File: config.mk
export PLATFORM = sky130hd
export DESIGN_NAME = exc_pend_ctrl
export DESIGN_NICKNAME = d
export VERILOG_FILES = /design/src/rtl/exc_pend_pkg.sv /design/src/rtl/exc_pend_dec.sv /design/src/rtl/exc_pend_bit.sv /design/src/rtl/exc_pend_rd.sv /design/src/rtl/exc_pend_ctrl.sv
export SDC_FILE = /design/constraint.sdc
export NUM_CORES = 1
export LEC_CHECK = 0
export ABC_AREA = 1
export BUFFER_PORTS_ARGS = -buffer_cell sky130_fd_sc_hd__buf_2
export CAP_MARGIN = 20
export CORE_MARGIN = 3
export CORE_UTILIZATION = 26
export DETAILED_ROUTE_END_ITERATION = 8
export GPL_ROUTABILITY_DRIVEN = 1
export PLACE_DENSITY = 0.89
export SYNTH_ARGS = -nofsm -noshare
export SYNTH_HDL_FRONTEND = slang
export SYNTH_SLANG_ARGS = --single-unit
File: constraint.sdc
create_clock -name clk_i -period 2.47 [get_ports clk_i]
set_input_delay 0.741 -clock clk_i [delete_from_list [all_inputs] [get_ports clk_i]]
set_output_delay 0.741 -clock clk_i [all_outputs]
set_load 0.01 [all_outputs]
File: src/rtl/exc_pend_pkg.sv
package exc_pend_pkg;
  localparam int unsigned REG_W   = 32;
  localparam int unsigned NUM_EXC = 3;

  typedef enum int unsigned {
    EXC_NMI  = 0,
    EXC_SVC  = 1,
    EXC_TICK = 2
  } exc_idx_e;

  // Bit positions decoded by software; keep fixed.
  localparam int unsigned BIT_NMI_SET  = 31;
  localparam int unsigned BIT_SVC_SET  = 28;
  localparam int unsigned BIT_SVC_CLR  = 27;
  localparam int unsigned BIT_TICK_SET = 26;
  localparam int unsigned BIT_TICK_CLR = 25;
  localparam int unsigned BIT_PREEMPT  = 23;
  localparam int unsigned BIT_ISR_PEND = 22;
  localparam int unsigned LSB_PEND_NUM = 12;
  localparam int unsigned BIT_RET_BASE = 11;
endpackage

File: src/rtl/exc_pend_dec.sv
module exc_pend_dec
  import exc_pend_pkg::*;
#(
  parameter int unsigned          ADDR_W     = 12,
  parameter logic [ADDR_W-1:0]    REG_OFFSET = 12'hD04
) (
  input  logic                req_i,
  input  logic [ADDR_W-1:0]   addr_i,
  input  logic                we_i,
  input  logic                priv_i,
  input  logic [REG_W-1:0]    wdata_i,
  output logic                hit_o,
  output logic                rd_ok_o,
  output logic                err_o,
  output logic [NUM_EXC-1:0]  set_sw_o,
  output logic [NUM_EXC-1:0]  clr_sw_o
);
  logic wr_ok;

  assign hit_o   = req_i && (addr_i == REG_OFFSET);
  assign err_o   = hit_o && !priv_i;
  assign wr_ok   = hit_o && priv_i && we_i;
  assign rd_ok_o = hit_o && priv_i && !we_i;

  always_comb begin
    set_sw_o = '0;
    clr_sw_o = '0;
    if (wr_ok) begin
      set_sw_o[EXC_NMI]  = wdata_i[BIT_NMI_SET];
      set_sw_o[EXC_SVC]  = wdata_i[BIT_SVC_SET];
      set_sw_o[EXC_TICK] = wdata_i[BIT_TICK_SET];
      clr_sw_o[EXC_SVC]  = wdata_i[BIT_SVC_CLR];
      clr_sw_o[EXC_TICK] = wdata_i[BIT_TICK_CLR];
    end
  end
endmodule

File: src/rtl/exc_pend_bit.sv
module exc_pend_bit (
  input  logic clk_i,
  input  logic rst_ni,
  input  logic set_sw_i,
  input  logic clr_sw_i,
  input  logic set_hw_i,
  input  logic ack_i,
  output logic pend_o
);
  logic sw_set_eff;
  logic pend_d;

  // clear beats set within a write; any set beats handler-entry ack
  assign sw_set_eff = set_sw_i && !clr_sw_i;

  always_comb begin
    pend_d = pend_o;
    if (set_hw_i || sw_set_eff) pend_d = 1'b1;
    else if (clr_sw_i || ack_i) pend_d = 1'b0;
  end

  always_ff @(posedge clk_i or negedge rst_ni) begin
    if (!rst_ni) pend_o <= 1'b0;
    else         pend_o <= pend_d;
  end

  a_r4_set_wins: assert property (@(posedge clk_i) disable iff (!rst_ni)
    (set_hw_i || (set_sw_i && !clr_sw_i)) |=> pend_o);

  a_r4_ack_clears: assert property (@(posedge clk_i) disable iff (!rst_ni)
    (ack_i && !set_hw_i && !set_sw_i) |=> !pend_o);

  a_r7_clear_priority: assert property (@(posedge clk_i) disable iff (!rst_ni)
    (clr_sw_i && !set_hw_i) |=> !pend_o);

  a_r3_hold: assert property (@(posedge clk_i) disable iff (!rst_ni)
    (!set_sw_i && !clr_sw_i && !set_hw_i && !ack_i) |=> $stable(pend_o));
endmodule

File: src/rtl/exc_pend_rd.sv
module exc_pend_rd
  import exc_pend_pkg::*;
#(
  parameter int unsigned ACT_W  = 9,
  parameter int unsigned PEND_W = 8
) (
  input  logic               rd_ok_i,
  input  logic [NUM_EXC-1:0] pend_i,
  input  logic [ACT_W-1:0]   act_num_i,
  input  logic               ret_base_i,
  input  logic [PEND_W-1:0]  pend_num_i,
  input  logic               isr_pend_i,
  input  logic               preempt_i,
  output logic [REG_W-1:0]   rdata_o
);
  always_comb begin
    rdata_o = '0;
    if (rd_ok_i) begin
      rdata_o[ACT_W-1:0]                = act_num_i;
      rdata_o[BIT_RET_BASE]             = ret_base_i;
      rdata_o[LSB_PEND_NUM +: PEND_W]   = pend_num_i;
      rdata_o[BIT_ISR_PEND]             = isr_pend_i;
      rdata_o[BIT_PREEMPT]              = preempt_i;
      rdata_o[BIT_TICK_SET]             = pend_i[EXC_TICK];
      rdata_o[BIT_SVC_SET]              = pend_i[EXC_SVC];
      rdata_o[BIT_NMI_SET]              = pend_i[EXC_NMI];
    end
  end
endmodule

File: src/rtl/exc_pend_ctrl.sv
module exc_pend_ctrl
  import exc_pend_pkg::*;
#(
  parameter int unsigned       ADDR_W     = 12,
  parameter logic [ADDR_W-1:0] REG_OFFSET = 12'hD04,
  parameter int unsigned       ACT_W      = 9,
  parameter int unsigned       PEND_W     = 8
) (
  input  logic               clk_i,
  input  logic               rst_ni,
  input  logic               req_i,
  input  logic [ADDR_W-1:0]  addr_i,
  input  logic               we_i,
  input  logic [REG_W-1:0]   wdata_i,
  input  logic               priv_i,
  output logic [REG_W-1:0]   rdata_o,
  output logic               err_o,
  input  logic               nmi_set_i,
  input  logic               tick_set_i,
  input  logic               nmi_ack_i,
  input  logic               svc_ack_i,
  input  logic               tick_ack_i,
  input  logic [ACT_W-1:0]   act_num_i,
  input  logic               ret_base_i,
  input  logic [PEND_W-1:0]  pend_num_i,
  input  logic               isr_pend_i,
  input  logic               preempt_i
);
  logic               hit;
  logic               rd_ok;
  logic [NUM_EXC-1:0] set_sw;
  logic [NUM_EXC-1:0] clr_sw;
  logic [NUM_EXC-1:0] set_hw;
  logic [NUM_EXC-1:0] ack;
  logic [NUM_EXC-1:0] pend;

  assign set_hw = {tick_set_i, 1'b0, nmi_set_i};
  assign ack    = {tick_ack_i, svc_ack_i, nmi_ack_i};

  exc_pend_dec #(.ADDR_W(ADDR_W), .REG_OFFSET(REG_OFFSET)) u_dec (
    .req_i    (req_i),
    .addr_i   (addr_i),
    .we_i     (we_i),
    .priv_i   (priv_i),
    .wdata_i  (wdata_i),
    .hit_o    (hit),
    .rd_ok_o  (rd_ok),
    .err_o    (err_o),
    .set_sw_o (set_sw),
    .clr_sw_o (clr_sw)
  );

  for (genvar i = 0; i < NUM_EXC; i++) begin : g_pend
    exc_pend_bit u_bit (
      .clk_i    (clk_i),
      .rst_ni   (rst_ni),
      .set_sw_i (set_sw[i]),
      .clr_sw_i (clr_sw[i]),
      .set_hw_i (set_hw[i]),
      .ack_i    (ack[i]),
      .pend_o   (pend[i])
    );
  end

  exc_pend_rd #(.ACT_W(ACT_W), .PEND_W(PEND_W)) u_rd (
    .rd_ok_i    (rd_ok),
    .pend_i     (pend),
    .act_num_i  (act_num_i),
    .ret_base_i (ret_base_i),
    .pend_num_i (pend_num_i),
    .isr_pend_i (isr_pend_i),
    .preempt_i  (preempt_i),
    .rdata_o    (rdata_o)
  );

  a_r2_err_reads_zero: assert property (@(posedge clk_i) disable iff (!rst_ni)
    err_o |-> (rdata_o == '0));

  a_r2_unpriv_no_change: assert property (@(posedge clk_i) disable iff (!rst_ni)
    (req_i && !priv_i && set_hw == '0 && ack == '0) |=> $stable(pend));

  a_r10_miss_quiet: assert property (@(posedge clk_i) disable iff (!rst_ni)
    (req_i && !hit) |-> (!err_o && rdata_o == '0));

  a_r1_reset_clear: assert property (@(posedge clk_i)
    !rst_ni |-> (pend == '0));
endmodule

==> flow_summary.ini <==
[global_routing]
overflow = 0
grt_pass1_wl_mm = 2.12
grt_max_degree = 24
grt_pass1_vias = 587
antenna_found_initial = 0
grt_usage_pct = 10.1

[logic_synthesis]
synth_top_area_share_pct = 21.3
synth.area.top_cells = inv_1 21%, nor2_2 21%, dfrtp_1 13%
yosys.cell_types.count = 18
synth-seq-area-share_pct = 12.5
syn_avg_cell_area_um2 = 6.05
postSynthCellCount = 99
syn-cell-area_um2 = 599
ys_seq_elements = 3
yosys_warnings = 0
netlist_top_cells_count = 34 x inv_1, 20 x nor2_2, 9 x buf_4
yosysMostFrequentCell = inv_1
async_flop_share_pct = 100
yosysTopAreaCell = inv_1
synth_ff_type = dfrtp_1
synth_edf_count = 0

[placed_design]
place_congestion = 0.642
hpwlAfterDp_mm = 1.47
placed_area_um2 = 951
io_buffers = 70

[pwr]
p_int_mw = 0.150
power_density_nw_per_um2 = 179
peakVddDrop_uv = 100
clockPowerShare_pct = 39.3
comb_power_share_pct = 36.4
leakagePower_nw = 0.743
power_frac_seq_pct = 24.3
swShare_pct = 30.1
p_switching_mw = 0.0644

[timing]
setup_violations = 7
drv_slew = 0
worst_slack_ns = -0.0176
hold_ws_ns = 0.297
period_needed_ns = 2.49
fin_crit_sh_pct = 101
clock.fmax_ghz = 0.402
fin_skew_ns = 0
tns_ns = -0.0793
final-hold-violation-count = 0
rsz0062_at_grt = yes

[setup_path]
crit_end = rdata_o[14]
r2r_cells = 3
worstSetupStartpoint = addr_i[7]
critical_path_class = primary input to output pin
timing.reg2reg.setup_slack_ns = 1.56
worstSetupEndpointType = output pin
startpoint_type = primary input
arrival_ns = 1.75
rr_endpoint = g_pend[1].u_bit.pend_o$_DFFE_PN0P_
crit_path_max_fanout = 11
crit_required_ns = 1.73
timing.rr.start = g_pend[1].u_bit.pend_o$_DFFE_PN0P_

[die]
fp.coreArea_um2 = 2060
ioPinCount = 107
die_x_um = 54.0
fp-row-count = 16
die-area_um2 = 2920
start_util_pct = 29.1
die_h_um = 54.0

[clock_network]
clk_pin_slew_worst_paths_ns = 0.04
cts_root_buffer = clkbuf_4
htree_levels = 1
cts_tree = yes
numCtsBuffers = 3
cts.sinks = 3
clockBufferDepth = 2
clk_latency_ns = 0.23

[cells_and_area]
reg_top3 = g_pend.u_bit.pend_o (3)
syn2layout_area_growth_pct = 99.8
design_area_um2 = 1200
drive_gt1_share_pct = 65.5
regMostFlops = g_pend.u_bit.pend_o
num_antenna_cells = 0
nets = 249
largest_register_ffs = 3

[route]
firstDrtPassIters = 4
wl_per_cell_um = 9.88
dr_wl_met3_um = 252
routed-via-count = 803
vias_per_cell = 4.00
highest_layer = met4
finalWirelength_mm = 1.99
dr_wl_met2_mm = 1.09
drt-met1-wl_um = 629
ant_nets = 0
drtIter0Drc = 4
drc = 0

[min_path]
min_path_type = primary input to asynchronous set/reset pin

[run_status]
violations = setup timing
status = finished, violations left

[job]
maxCapViolCount = 0
power by group through the flow:
stage / sequential (mW) / clock, mW / combinational, mW
after floorplan: 0.0527 / 0 / 0.0386
after global placement: 0.0527 / 0 / 0.0655
after detailed placement: 0.0527 / 0 / 0.0675
after CTS: 0.0521 / 0.0887 / 0.0678
after global routing: 0.0522 / 0.0966 / 0.0884
final: 0.0521 / 0.0842 / 0.0780
per-layer routing:
layer	up-vias	GRT usage, %
met4	0	6.22
li1	404	-
met3	2	3.60
met2	49	18.3
met1	348	9.48
met5	-	0
critical path, cell delays in order:
cell and delay [ns]:
buf_6 0.09, inv_2 0.04, nand2_2 0.05, nor2_2 0.09
nand2_2 0.08, nor2_4 0.11, nand3b_4 0.13, clkbuf_16 0.20
nor2_2 0.08, buf_2 0.13
layout make-up:
cell class	count	area [um^2]
fill	200	865
timing repair buffer	74	528
multi-input combinational	59	407
inverter	34	128
sequential	3	75.1
tap	27	33.8
clock buffer	4	26.3
cells by family after synthesis:
group | after synthesis | synth area share [%]
AND/OR/NAND/NOR | 48 | 48.9
buffers and inverters | 45 | 36.3
flip-flops | 3 | 12.5
AO/OA/AOI/OAI | 2 | 1.67
other | 1 | 0.626
worst min-delay path by stage:
stage               slack, ns                            endpoint  cells past startpoint    from
global placement         0.54  g_pend[0].u_bit.pend_o$_DFFE_PN0P_                      1  rst_ni
global route             0.29  g_pend[1].u_bit.pend_o$_DFFE_PN0P_                      1  rst_ni
floorplan                0.45  g_pend[0].u_bit.pend_o$_DFFE_PN0P_                      0  rst_ni
finish                   0.30  g_pend[1].u_bit.pend_o$_DFFE_PN0P_                      1  rst_ni
CTS                      0.29  g_pend[1].u_bit.pend_o$_DFFE_PN0P_                      1  rst_ni
detailed placement       0.54  g_pend[0].u_bit.pend_o$_DFFE_PN0P_                      1  rst_ni
layout by cell type, fill, tap and decap left out, drive strengths merged:
cell and instances:
nor2 31, inv 34, nand3b 1, buf 72, o21ai 1, or2 2, nor3 1, nand2 8
conb 9, a21oi 1, clkbuf 6, nand4 3, nand3 2, dfrtp 3
stage by stage:
| step | setup WS, ns | cells | total power, mW | utilization, % |
|---|---|---|---|---|
| final | -0.0176 | 201 | 0.214 | 58.1 |
| after global routing | -0.0949 | 201 | 0.237 | 58.1 |
| after CTS | -0.00287 | 199 | 0.209 | 47.4 |
| after detailed placement | -0.00239 | 195 | 0.120 | 46.1 |
| after global placement | 0.0275 | 195 | 0.118 | 46.1 |
| after floorplan | 0.205 | 107 | 0.0912 | - |
repair_timing:
| item | CTS | global route |
|---|---|---|
| cloned | 0 | 2 |
| hold buffers | 0 | 0 |
| setup endpoints to repair | 1 | 23 |
| pin swaps | 0 | 1 |
| resized for setup | 0 | 36 |
| setup buffers | 0 | 0 |
Power figures use the tool's default switching activity.
